--- config.mk ---
export PLATFORM = sky130hd
export DESIGN_NAME = flicker_led_ctrl
export DESIGN_NICKNAME = d
export VERILOG_FILES = /design/src/rtl/flicker_led_pkg.sv /design/src/rtl/flicker_rst_sync.sv /design/src/rtl/flicker_ms_timer.sv /design/src/rtl/flicker_blank_fsm.sv /design/src/rtl/flicker_led_ctrl.sv
export SDC_FILE = /design/constraint.sdc
export NUM_CORES = 1
export LEC_CHECK = 0
export BUFFER_PORTS_ARGS = -buffer_cell sky130_fd_sc_hd__buf_2
export CAP_MARGIN = 20
export CELL_PAD_IN_SITES_DETAIL_PLACEMENT = 1
export CELL_PAD_IN_SITES_GLOBAL_PLACEMENT = 2
export CORE_ASPECT_RATIO = 1.25
export CORE_MARGIN = 4
export CORE_UTILIZATION = 38
export DETAILED_ROUTE_END_ITERATION = 7
export GPL_TIMING_DRIVEN = 0
export PLACE_DENSITY_LB_ADDON = 0.12
export SLEW_MARGIN = 40
export SYNTH_ARGS = -nofsm -noshare
export SYNTH_HDL_FRONTEND = slang
export SYNTH_HIERARCHICAL = 1
export SYNTH_SLANG_ARGS = --single-unit
--- constraint.sdc ---
create_clock -name clk -period 1.5 [get_ports clk]
set_clock_uncertainty 0.1 [all_clocks]
set_input_delay 0 -clock clk [delete_from_list [all_inputs] [get_ports clk]]
set_output_delay 0 -clock clk [all_outputs]
set_load 0.005 [all_outputs]
--- src/rtl/flicker_led_pkg.sv ---
package flicker_led_pkg;
  typedef enum logic [1:0] {
    ST_FOLLOW = 2'd0,
    ST_DARK   = 2'd1,
    ST_HOLD   = 2'd2
  } blank_state_e;
endpackage

--- src/rtl/flicker_rst_sync.sv ---
module flicker_rst_sync #(
  parameter int STAGES = 2
) (
  input  logic clk,
  input  logic rst_n_async,
  output logic rst_n_sync
);
  logic [STAGES-1:0] sync_q;

  always_ff @(posedge clk or negedge rst_n_async) begin
    if (!rst_n_async) begin
      sync_q <= '0;
    end else begin
      sync_q <= {sync_q[STAGES-2:0], 1'b1};
    end
  end

  assign rst_n_sync = sync_q[STAGES-1];
endmodule

--- src/rtl/flicker_ms_timer.sv ---
module flicker_ms_timer #(
  parameter int MS_COUNT = 100,
  parameter int CNT_W    = $clog2(MS_COUNT + 1)
) (
  input  logic             clk,
  input  logic             rst_n,
  input  logic             restart,
  input  logic             run,
  input  logic             ms_tick,
  output logic [CNT_W-1:0] cnt_o,
  output logic             done
);
  localparam logic [CNT_W-1:0] LAST = CNT_W'(MS_COUNT - 1);

  logic [CNT_W-1:0] cnt_q, cnt_d;
  logic             cnt_en;

  assign done   = run & ms_tick & (cnt_q == LAST);
  assign cnt_en = restart | (run & ms_tick);

  always_comb begin
    if (restart || done) begin
      cnt_d = '0;
    end else begin
      cnt_d = cnt_q + 1'b1;
    end
  end

  always_ff @(posedge clk or negedge rst_n) begin
    if (!rst_n) begin
      cnt_q <= '0;
    end else if (cnt_en) begin
      cnt_q <= cnt_d;
    end
  end

  assign cnt_o = cnt_q;
endmodule

--- src/rtl/flicker_blank_fsm.sv ---
module flicker_blank_fsm
  import flicker_led_pkg::*;
(
  input  logic         clk,
  input  logic         rst_n,
  input  logic         activity,
  input  logic         status_ok,
  input  logic         blink_in,
  input  logic         done,
  output logic         run,
  output logic         restart,
  output logic         led,
  output blank_state_e st_o,
  output logic         pend_o
);
  blank_state_e st_q, st_d;
  logic         pend_q, pend_d;
  logic         led_q, led_d;

  always_comb begin
    st_d    = st_q;
    pend_d  = pend_q;
    restart = 1'b0;
    case (st_q)
      ST_FOLLOW: begin
        if (activity || pend_q) begin
          st_d    = ST_DARK;
          pend_d  = 1'b0;
          restart = 1'b1;
        end
      end
      ST_DARK: begin
        if (activity) pend_d = 1'b1;
        if (done) begin
          st_d    = ST_HOLD;
          restart = 1'b1;
        end
      end
      ST_HOLD: begin
        if (activity) pend_d = 1'b1;
        if (done) begin
          if (pend_d) begin
            st_d    = ST_DARK;
            pend_d  = 1'b0;
            restart = 1'b1;
          end else begin
            st_d = ST_FOLLOW;
          end
        end
      end
      default: begin
        st_d   = ST_FOLLOW;
        pend_d = 1'b0;
      end
    endcase

    case (st_d)
      ST_DARK: led_d = 1'b0;
      ST_HOLD: led_d = 1'b1;
      default: led_d = status_ok | blink_in;
    endcase
  end

  always_ff @(posedge clk or negedge rst_n) begin
    if (!rst_n) begin
      st_q   <= ST_FOLLOW;
      pend_q <= 1'b0;
      led_q  <= 1'b0;
    end else begin
      st_q   <= st_d;
      pend_q <= pend_d;
      led_q  <= led_d;
    end
  end

  assign run    = (st_q != ST_FOLLOW);
  assign led    = led_q;
  assign st_o   = st_q;
  assign pend_o = pend_q;
endmodule

--- src/rtl/flicker_led_ctrl.sv ---
module flicker_led_ctrl
  import flicker_led_pkg::*;
#(
  parameter int MS_COUNT = 100
) (
  input  logic clk,
  input  logic rst_n,
  input  logic ms_tick,
  input  logic blink_in,
  input  logic status_ok,
  input  logic activity,
  output logic led
);
  localparam int CNT_W = $clog2(MS_COUNT + 1);

  logic             rst_n_sync;
  logic             run, restart, done;
  logic [CNT_W-1:0] cnt;
  blank_state_e     st;
  logic             pend;

  flicker_rst_sync #(.STAGES(2)) i_rst_sync (
    .clk         (clk),
    .rst_n_async (rst_n),
    .rst_n_sync  (rst_n_sync)
  );

  flicker_ms_timer #(.MS_COUNT(MS_COUNT), .CNT_W(CNT_W)) i_timer (
    .clk     (clk),
    .rst_n   (rst_n_sync),
    .restart (restart),
    .run     (run),
    .ms_tick (ms_tick),
    .cnt_o   (cnt),
    .done    (done)
  );

  flicker_blank_fsm i_fsm (
    .clk       (clk),
    .rst_n     (rst_n_sync),
    .activity  (activity),
    .status_ok (status_ok),
    .blink_in  (blink_in),
    .done      (done),
    .run       (run),
    .restart   (restart),
    .led       (led),
    .st_o      (st),
    .pend_o    (pend)
  );
endmodule

# Word-level counts from Yosys, hierarchy flattened
# Cells that the tools add are included.
# W data, S select, Z words.
op_classes:
  n_eq_ne: 6
  add_sub_neg: 1
  reduce_logical: 4
  mux: 17
  n_bitwise: 4
ops:
  columns: ["operator", "n"]
  rows:
  - ["$mux W1", 9]
  - ["$add A7 B1 Y7 const B", 1]
  - ["$eq A7 B7 Y1 const B", 1]
  - ["$mux W7", 1]
  - ["$mux W2", 3]
  - ["$pmux W1 S3", 2]
  - ["$pmux W2 S3", 1]
  - ["$eq A2 B1 Y1 const B", 2]
  - ["$eq A2 B2 Y1 const B", 2]
  - ["$and A1 B1 Y1", 2]
  - ["$logic_not A2 Y1", 1]
  - ["$logic_or A1 B1 Y1", 2]
  - ["$ne A2 B1 Y1 const B", 1]
  - ["$or A1 B1 Y1", 2]
  - ["$pmux W1 S2", 1]
  - ["$reduce_bool A2 Y1", 1]
totals:
  reg_bits: 13

# Depth between registers and ports, before layout
# Gate-level depths: netlist of run 1.
logic_depth:
  ltp_word: 7
  ltp_mapped: 11

# By module
# Netlist of run 1, hierarchy kept.
by_module_without_submodules:
  columns: ["mod", "area_each_um2", "n_inst", "cells_per_inst", "seq_area_each_um2"]
  rows:
  - ["flicker_ms_timer", 445.4, 1, 48, 175.2]
  - ["flicker_blank_fsm", 299.0, 1, 32, 100.1]
  - ["flicker_rst_sync", 53.8, 1, 3, 50.0]

# Worst setup path after synthesis of run 1
# Ideal clock, no wire load.
synth_timing:
  path_type: "reg-to-reg"
  from: "register i_fsm.st_q[0], in the netlist i_fsm/st_o[0]"
  to: "register i_timer.cnt_q[6], in the netlist i_timer/cnt_o[6]"
  synth_period_minus_slack_ps: 2920
  stages_incl_launch_ff: 12
  setup_slack_ps: -1420
  setup_ps: 125
  t_arrival_ps: 2695
  n_path_buf: 0
  t_required_ps: 1275
  path_cell_list: "dfrtp_1 inv_1 ha_1 inv_1 nand3_4 nor3_1 a21oi_1 o21ai_0 nor2b_1 a21oi_1 nor4_2 mux2_2"
synth_via:
  elab_chain_cells: 7
  elab_cells_between_ends: 12
  classes_between: "eq/ne (2); mux (4); bitwise (3); reduce/logical (3)"
synth_rtl:
  columns: ["item", "line", "source"]
  rows:
  - ["start: declaration", "flicker_blank_fsm.sv:16", "blank_state_e st_q, st_d;"]
  - ["start signal: assignment", "flicker_blank_fsm.sv:70", "st_q <= st_d;"]
  - ["$reduce_bool A2 Y1 *", "flicker_blank_fsm.sv:76", "assign run = (st_q != ST_FOLLOW);"]
  - ["via run", "flicker_led_ctrl.sv:17", "logic run, restart, done;"]
  - ["$and A1 B1 Y1 * (2 in a row)", "flicker_ms_timer.sv:18", "assign done = run & ms_tick & (cnt_q == LAST);"]
  - ["via done", "flicker_led_ctrl.sv:17", null]
  - ["$mux W1, on equally long branches", "flicker_blank_fsm.sv:41, flicker_blank_fsm.sv:34", null]
  - ["$pmux W1 S3 *", "flicker_blank_fsm.sv:24", "case (st_q)"]
  - ["via restart", "flicker_led_ctrl.sv:17", null]
  - ["$logic_or A1 B1 Y1", "flicker_ms_timer.sv:22", "if (restart || done) begin"]
  - ["$mux W7", "flicker_ms_timer.sv:22", null]
  - ["end signal: assignment", "flicker_ms_timer.sv:33", "cnt_q <= cnt_d;"]
  - ["end: declaration", "flicker_ms_timer.sv:15", "logic [CNT_W-1:0] cnt_q, cnt_d;"]
# Mark *: on every way through the listed nets, which the timed path passes. The rest lies on a longest branch.
# A chain may end at the register's enable or synchronous reset.

# Final worst setup path of run 1
# Same ends and word-level chain as after synthesis.

==> impl_metrics.json, run 1 <==
{
  "outcome": "finished, violations left",
  "violations": "negative setup slack",
  "drt_pass1_iterations": 4,
  "gp_congestion": 0.752,
  "p_sw_w": 0.000503,
  "fin_crit_ns": 2.31,
  "placed_area_sq_um": 891,
  "fp.dieW_um": 49.0,
  "max_cap_violations": 0,
  "wl_per_cell_um": 17.1,
  "post_drt_via_cell_ratio": 5.43,
  "die_y_um": 59.2,
  "fin_ws_ns": -0.808,
  "stdcell_area_sq_mm": 0.00125,
  "ys_seq_area_frac": 0.408,
  "wl_mm": 2.38,
  "worst-path-buf-inv": 2,
  "switching_share": 0.375,
  "rsz0062_at_grt": "yes",
  "path_cells": "inv_2, ha_4, inv_4, nand3_4, nor3_4, a21oi_2, o21ai_1, nor2b_4, a21oi_4, nor4_2, mux2_2",
  "required_ns": 1.58,
  "rows": 18,
  "hold_slack_ns": 0.0182,
  "cts_tree": "done",
  "die-area_sq_mm": 0.00290,
  "critical_path.max_stage_delay_ns": 0.40,
  "synth_top_area_cell": "dfrtp_1",
  "synth_top_area_share": 0.408,
  "worstSkewPairLatency_ns": 0.30,
  "drc": 0,
  "finalPower_w": 0.00134,
  "p_per_area_mw_per_mm2": 1070,
  "ys_warn_count": 6,
  "dp.cells": 109,
  "hpwl_mm": 1.25,
  "track_usage": 0.169,
  "drt_iter0_drc": 7,
  "hold_viol_final": 0,
  "seqPwrFrac": 0.378,
  "filler_cell_count": 216,
  "clockRootBuffer": "clkbuf_4",
  "crit_fanout": 5,
  "core_sq_mm": 0.00198,
  "ys_types": 27,
  "combPwrFrac": 0.445,
  "synth.ff_latch_count": 13,
  "cp_top_family": "simple AND/OR/NAND/NOR gates",
  "io_buffers": 6,
  "antenna_left": 0,
  "synth_nets": 96,
  "utilization": 0.632,
  "cts_sinks": 13,
  "slew_violations": 0,
  "grt_first_pass_wirelength_mm": 3.66,
  "period_share": 1.54,
  "p_clk_frac": 0.177,
  "layout-drive-gt1-share": 0.529,
  "arrival_ns": 2.38,
  "final_cells": 139,
  "syn_inst": 83,
  "leakage_nw": 0.548,
  "vias": 755,
  "cts_htree_levels": 1,
  "cp-end-kind": "register",
  "syn_area_per_cell_sq_um": 9.62,
  "hp-class": "in2reg",
  "cpMaxStageDelayCell": "dfrtp_2",
  "syn_to_final_growth_pct": 56.9,
  "internal_power_w": 0.000839,
  "start_util": 0.403,
  "grt_pass1_vias": 791,
  "grt_max_degree": 12,
  "antenna_found_initial": 0,
  "final_nets": 133,
  "setup_viol": 11,
  "pin_count": 7,
  "cts_buffer_depth": 2,
  "final_common_cell": "buf_4",
  "mostFrequentLayoutCells": "17 x buf_4, 12 x dfrtp_1, 7 x a21oi_2, 7 x nand2_1, 7 x buf_2",
  "antenna_cells": 0,
  "critPathLaunchType": "register",
  "cts_buffers": 3,
  "fmax_mhz": 433,
  "synthTopCellsByArea": "dfrtp_1 41%, ha_1 11%, a21oi_1 5.6%",
  "path_class": "reg2reg",
  "overflow": 0,
  "netlist_area_sq_um": 798,
  "cts.clk_slew.worst_paths_ns": 0.10,
  "peakVddDrop_mv": 0.689
}
-- per-layer routing --
layer  vias up  track usage  part of all wire
li1        372            -                 -
met1       372        0.186              0.40
met2         6        0.297              0.56
met3         5       0.0252             0.013
met4         0        0.119             0.026
met5         -            0                 0
-- registers in the layout, indices dropped and copies added (netlist names) --
signal,cells
i_fsm/led,1
i_rst_sync/sync_q,2
i_timer/cnt_o,7
i_fsm/pend_o,1
i_fsm/st_o,2
-- cell families (layout without fill, tap and decap cells) --
group / Yosys count / in the layout / synth area share
muxes: 2 / 2 / 0.0282
DFF: 13 / 13 / 0.408
buffers and inverters: 7 / 43 / 0.0361
other: 1 / 1 / 0.00470
AOI/OAI and AO/OA: 23 / 23 / 0.190
and+or+nand+nor: 30 / 30 / 0.224
adders and majority gates: 7 / 7 / 0.110
-- worst paths after layout --
kind	startpoint	to	slack [ns]	cells after the start
worst min-delay path	ms_tick	i_timer/cnt_o[0]	0.02	4
min in group asynchronous	i_rst_sync/sync_q[1]	i_timer/cnt_o[2]	0.08	0
worst max-delay path	i_fsm/st_o[0]	i_timer/cnt_o[6]	-0.81	11
max in group asynchronous	rst_n	i_rst_sync/sync_q[0]	0.72	3
worst min register to register	i_rst_sync/sync_q[1]	i_timer/cnt_o[2]	0.08	0
worst max register to register	i_fsm/st_o[0]	i_timer/cnt_o[6]	-0.81	11
-- metrics by stage --
step / TNS [ns] / setup slack (ns)
after floorplan: -3.98 / -0.715
after global placement: -6.86 / -1.05
after detailed placement: -6.85 / -1.04
after CTS: -4.66 / -0.714
after global routing: -7.02 / -0.923
final: -5.90 / -0.808
-- layout make-up --
class / instances / area (sq um) / share of cell area
repair buffers: 32 / 253 / 0.202
multi-input cells: 63 / 588 / 0.470
clock buffers: 4 / 26.3 / 0.0210
flip-flops and latches: 13 / 327 / 0.261
inverters: 5 / 21.3 / 0.0170
plain buffers: 2 / 12.5 / 0.00999
well taps: 20 / 25.0 / 0.0200
-- worst register-to-register path, cell delays in order (launching register included) --
cell,delay (ns)
dfrtp_2,0.40
inv_2,0.06
ha_4,0.16
inv_4,0.06
nand3_4,0.08
nor3_4,0.26
a21oi_2,0.08
o21ai_1,0.15
nor2b_4,0.23
a21oi_4,0.07
nor4_2,0.18
mux2_2,0.36
-- Yosys cell counts --
library cell  instances
mux2_2                2
dfrtp_1              13
o22ai_1               1
and3b_1               1
nor2_1                5
a21oi_1               9
nand3_1               3
and3_1                1
and4b_2               1
nor3_1                2
nor4_2                1
o221a_2               1
o21ai_0               5
o311a_1               2
nand2b_1              1
ha_1                  7
nand3_4               1
conb_1                1
or3_1                 2
o221ai_1              1
o31ai_1               3
inv_1                 5
nand2_1               8
o31ai_2               1
nor2b_1               3
nand4bb_1             1
buf_2                 2
-- power by group through the flow --
stage	registers, W	logic, W	clock network [W]
2_1_floorplan	0.000500	0.000283	0
3_3_place_gp	0.000525	0.000350	0
3_5_place_dp	0.000526	0.000352	0
4_1_cts	0.000500	0.000475	0.000248
5_1_grt	0.000519	0.000653	0.000268
6_report	0.000507	0.000597	0.000238
-- timing repair --
action,4_1_cts,5_1_grt
hold buffers,5,0
endpoints found under the hold margin,4,0
setup endpoints to repair,11,11
gates resized for setup,9,21
buffers inserted,14,10
pin swaps,6,6
Power figures use the tool's default switching activity.
==> run 2: changes to the inputs <==
SYNTH_HIERARCHICAL = not set   (was 1)
==> run 2 against run 1 <==
The flow still finishes with violations (negative setup slack). Critical endpoint is now i_fsm.led. Synthesized area down 6.4%. Wire length down 15%. Non-clock buffer count down 12. Largest power group unchanged. Power up 18%. Highest routed layer unchanged. Largest cell class unchanged. Global-route usage down 0.37 points.
==> impl_metrics.json, run 2 <==
{
  "fin_crit_ns": 2.30,
  "antenna_found_initial": 0,
  "ys_top_cells_by_count": "13 x dfrtp_1, 10 x nand2_1, 6 x ha_1, 6 x o21ai_0, 5 x a21oi_1",
  "grt_max_degree": 12,
  "cp-end-kind": "register",
  "holdCritStartpoint": "activity",
  "setup_viol": 11,
  "drt_pass1_iterations": 4,
  "utilization": 0.599,
  "clockRootBuffer": "clkbuf_4",
  "slew_violations": 0,
  "r2r-end": "i_fsm.led",
  "hold_depth": 3,
  "finalPower_w": 0.00158,
  "synth_top_area_cell": "dfrtp_1",
  "grt_first_pass_wirelength_mm": 3.13,
  "vias": 708,
  "wl_mm": 2.02,
  "period_share": 1.53,
  "synth-xor-area-share": 0,
  "overflow": 0,
  "hp-class": "in2reg",
  "filler_cell_count": 193,
  "fin_ws_ns": -0.795,
  "setup_tns_ns": -3.93,
  "seqPwrFrac": 0.326,
  "layout-drive-gt1-share": 0.412,
  "ys_seq_area_frac": 0.436,
  "synth_top_family_by_area": "simple AND/OR/NAND/NOR gates",
  "fmax_mhz": 436,
  "drt_iter0_drc": 10,
  "mostFrequentLayoutCells": "13 x dfrtp_1, 9 x nand2_1, 9 x buf_4",
  "arrival_ns": 2.39,
  "ys_types": 29,
  "rsz0062_at_grt": "yes",
  "die_y_um": 57.6,
  "r2r_cells": 8,
  "netlist_area_sq_um": 747,
  "track_usage": 0.165,
  "switching_share": 0.378,
  "required_ns": 1.59,
  "rr_startpoint": "i_timer.cnt_o[3]",
  "worstSkewPairLatency_ns": 0.30,
  "outcome": "finished, violations left",
  "leakage_nw": 0.467,
  "combPwrFrac": 0.523,
  "ys_warn_count": 0,
  "max_cap_violations": 0,
  "gp_congestion": 0.764,
  "synthAdderAreaFrac": 0.101,
  "p_per_area_mw_per_mm2": 1460,
  "cts_sinks": 13,
  "synth-simple-area-share": 0.236,
  "synth_top_area_share": 0.436,
  "wl_per_cell_um": 16.7,
  "holdPathEnd": "i_fsm.st_o[0]",
  "io_buffers": 6,
  "violations": "negative setup slack",
  "cts_tree": "done",
  "syn_to_final_growth_pct": 45.1,
  "hpwl_mm": 1.12,
  "ff2ff_setup_slack_ns": -0.80,
  "synth_compound_area_frac": 0.174,
  "post_drt_via_cell_ratio": 5.85,
  "pre_cts_ws_ns": -1.05,
  "critPathLaunchType": "register",
  "crit_fanout": 7,
  "synth.most_common_cell": "dfrtp_1",
  "synthTopCellsByArea": "dfrtp_1 44%, ha_1 10%, nand2_1 5.0%",
  "async_flop_share": 1.00,
  "peakVddDrop_mv": 0.809,
  "antenna_left": 0,
  "p_sw_w": 0.000599,
  "largest_reg_flops": 7,
  "synth-edff-count": 0,
  "synth_ff_type": "dfrtp_1",
  "cts_buffers": 3,
  "drc": 0,
  "hold_viol_final": 0,
  "cts.clk_slew.worst_paths_ns": 0.09,
  "synth_nets": 88,
  "synthMuxAreaShare": 0.0335,
  "rows": 17,
  "cts_buffer_depth": 2,
  "syn_inst": 76,
  "pin_count": 7,
  "cts_htree_levels": 1,
  "synth.ff_latch_count": 13,
  "start_util": 0.413,
  "core_sq_mm": 0.00181,
  "path_class": "reg2reg",
  "hold_buffers": 4,
  "final_common_cell": "dfrtp_1",
  "final_nets": 115,
  "grt_pass1_vias": 692,
  "internal_power_w": 0.000986,
  "antenna_cells": 0,
  "die-area_sq_mm": 0.00274,
  "syn_area_per_cell_sq_um": 9.83,
  "fp.dieW_um": 47.7,
  "p_clk_frac": 0.151
}
-- run 2: logic make-up after synthesis --
family,after synthesis
buf+inv,3
flops,13
compound gates,21
mux,2
simple gates,30
other cells,1
fa+ha+maj,6
-- run 2: power by group through the flow --
stage               clock network [W]  logic (W)  registers [W]
floorplan                           0   0.000340       0.000497
global placement                    0   0.000432       0.000514
detailed placement                  0   0.000442       0.000515
CTS                          0.000237   0.000603       0.000501
global route                 0.000261   0.000915       0.000527
finish                       0.000239   0.000829       0.000517
-- run 2: area by class of cell --
cell class	instances	area [sq um]	share of cell area
inverters	3	11.3	0.0104
multi-input cells	60	526	0.485
well taps	19	23.8	0.0219
clock buffers	4	26.3	0.0242
repair buffers	22	171	0.158
flip-flops and latches	13	325	0.300
-- run 2: how the worst max path moves through the flow --
stage	from	to	slack [ns]	depth (start not counted)
6_report	i_timer.cnt_o[3]	i_fsm.led	-0.80	8
5_1_grt	i_fsm.st_o[0]	i_fsm.led	-0.88	10
4_1_cts	i_fsm.st_o[0]	i_fsm.led	-0.84	9
3_5_place_dp	i_fsm.st_o[1]	i_fsm.led	-1.05	9
3_3_place_gp	i_fsm.st_o[1]	i_fsm.led	-1.00	9
2_1_floorplan	i_fsm.st_o[1]	i_fsm.led	-0.86	9
-- run 2: layer usage --
| metal | GRT usage | part of all wire |
|---|---|---|
| met2 | 0.289 | 0.55 |
| met5 | 0 | 0 |
| met3 | 0.0284 | 0.023 |
| met1 | 0.176 | 0.40 |
| met4 | 0.0923 | 0.026 |
-- run 2: through the flow --
step | cells | area [sq um] | hold slack, ns
2_1_floorplan | 76 | 749 | -0.396
3_3_place_gp | 101 | 803 | -0.315
3_5_place_dp | 101 | 803 | -0.313
4_1_cts | 116 | 975 | -0.0294
5_1_grt | 121 | 1080 | 0.0102
6_report | 121 | 1080 | 0.00260
-- run 2: worst max-delay path, stage by stage (launching register included) --
cell       delay, ns
dfrtp_1         0.47
nand4bb_1       0.23
or4_4           0.52
buf_6           0.15
mux2i_1         0.12
a31oi_2         0.23
ha_4            0.26
nor2_4          0.08
a21oi_2         0.03
-- run 2: repair_timing --
action | 4_1_cts | 5_1_grt
endpoints found under the hold margin | 4 | 1
resized for setup | 11 | 16
buffers inserted | 7 | 5
endpoints found under the setup margin | 11 | 11
pin swaps | 6 | 8
==> run 3: changes to the inputs <==
MAX_ROUTING_LAYER = met4   (was not set)
==> run 3 against run 2 <==
The flow finishes with violations (negative hold slack, negative setup slack). Via count down 1.8%. Flip-flop and latch count unchanged. Global-route usage increased by 0.46 points. Largest cell class unchanged. Highest routed layer unchanged.
==> impl_metrics.json, run 3 (synthesis gave the netlist of run 2 again) <==
{
  "outcome": "finished, violations left",
  "violations": "negative hold slack, negative setup slack",
  "slew_violations": 0,
  "dp.cells": 101,
  "r2r_cells": 7,
  "setup_viol": 11,
  "hold_viol_final": 1,
  "fmax_mhz": 436,
  "hpwl_mm": 1.12,
  "grt_first_pass_wirelength_mm": 3.13,
  "peakVddDrop_mv": 0.812,
  "post_drt_via_cell_ratio": 5.74,
  "drt_iter0_drc": 8,
  "cts_htree_levels": 1,
  "hp-class": "in2reg",
  "rows": 17,
  "fin_ws_ns": -0.791,
  "p_per_area_mw_per_mm2": 1460,
  "cts_buffer_depth": 2,
  "mostFrequentLayoutCells": "13 x dfrtp_1, 9 x nand2_1, 9 x buf_4",
  "multi_input_area_sq_um": 526,
  "cts_buffers": 3,
  "required_ns": 1.63,
  "cts_sinks": 13,
  "cts_tree": "done",
  "critPathLaunchType": "register",
  "crit_fanout": 7,
  "io_buffers": 6,
  "drt_pass1_iterations": 4,
  "leakage_nw": 0.467,
  "path_cells": "nand4bb_1, or4_4, mux2_4, a21o_1, ha_4, nor2_4, a21oi_2",
  "wl_per_cell_um": 16.7,
  "worst-path-buf-inv": 0,
  "cp_top_family": "simple AND/OR/NAND/NOR gates",
  "vias": 695,
  "fin_crit_ns": 2.29,
  "rsz0062_at_grt": "yes",
  "final_common_cell": "dfrtp_1",
  "fp.dieW_um": 47.7,
  "finalPower_w": 0.00158,
  "grt_max_degree": 12,
  "critical_path.max_stage_delay_ns": 0.52,
  "period_share": 1.53,
  "track_usage": 0.170,
  "die-area_sq_mm": 0.00274,
  "die_y_um": 57.6,
  "cpMaxStageDelayCell": "or4_4",
  "grt_pass1_vias": 692,
  "start_util": 0.413,
  "worstSkewPairLatency_ns": 0.29,
  "ff_latch_area_sq_um": 325,
  "core_sq_mm": 0.00181,
  "clockRootBuffer": "clkbuf_4",
  "path_class": "reg2reg",
  "arrival_ns": 2.42,
  "cp-end-kind": "register",
  "largest_reg_flops": 7,
  "filler_cell_count": 193,
  "antenna_cells": 0,
  "antenna_left": 0,
  "antenna_found_initial": 0,
  "hold_slack_ns": -0.00521,
  "cts.clk_slew.worst_paths_ns": 0.09,
  "final_cells": 121,
  "gp_congestion": 0.774,
  "layout-drive-gt1-share": 0.412,
  "hold_buffers": 4,
  "pin_count": 7,
  "hold_depth": 3,
  "wl_mm": 2.02,
  "cp.depth": 7,
  "overflow": 0,
  "final_nets": 115,
  "max_cap_violations": 0,
  "drc": 0,
  "syn_to_final_growth_pct": 45.1
}
[run 3: cell counts in the layout (fill, tap and decap cells not counted)]
Identical to the previous run, type by type.
[run 3: layer usage]
| metal | share of wire | routed length [um] | global-route usage |
|---|---|---|---|
| met2 | 0.55 | 1110 | 0.289 |
| met5 | 0 | 0 | - |
| met4 | 0.024 | 48 | 0.0923 |
| met1 | 0.41 | 831 | 0.176 |
| met3 | 0.015 | 30 | 0.0284 |
[run 3: report_power, final]
group          leakage, nW  total (W)  switching, W  internal (W)
clock network       0.0150   0.000238      0.000134      0.000104
registers            0.168   0.000517     0.0000891      0.000428
logic                0.284   0.000829      0.000375      0.000454
[run 3: cell type report]
class,instances,area share
Inverter,3,0.0104
Timing Repair Buffer,22,0.158
Clock buffer,4,0.0242
Multi-Input combinational cell,60,0.485
Sequential cell,13,0.300
Tap cell,19,0.0219
[run 3: final timing paths]
| check | startpoint | endpoint | slack, ns |
|---|---|---|---|
| max | i_timer.cnt_o[3] | i_fsm.led | -0.79 |
| min | activity | i_fsm.st_o[0] | -0.005 |
| max reg2reg | i_timer.cnt_o[3] | i_fsm.led | -0.79 |
| min reg2reg | i_rst_sync.sync_q[1] | i_timer.cnt_o[0] | 0.09 |
| max in group asynchronous | rst_n | i_rst_sync.sync_q[1] | 0.69 |
| min in group asynchronous | i_rst_sync.sync_q[1] | i_timer.cnt_o[0] | 0.09 |
[run 3: per-stage QoR]
stage | TNS [ns] | utilization | setup slack (ns) | cell area, sq um
5_1_grt | -4.68 | 0.599 | -0.882 | 1080
4_1_cts | -3.03 | 0.539 | -0.842 | 975
2_1_floorplan | -1.83 | - | -0.861 | 749
6_report | -3.95 | 0.599 | -0.791 | 1080
3_3_place_gp | -3.28 | 0.444 | -1.00 | 803
3_5_place_dp | -3.54 | 0.444 | -1.05 | 803
[run 3: worst reg2reg max path, cell delays in order, from the launching register on]
cell and delay [ns]:
dfrtp_1 0.46, nand4bb_1 0.23, or4_4 0.52, mux2_4 0.33, a21o_1 0.18, ha_4 0.29
nor2_4 0.03, a21oi_2 0.08
[run 3: timing repair]
action / in CTS / in global routing
gates resized for setup: 11 / 16
endpoints found under the setup margin: 11 / 11
setup buffers: 7 / 5
pin swaps: 6 / 8
hold endpoints to repair: 4 / 1
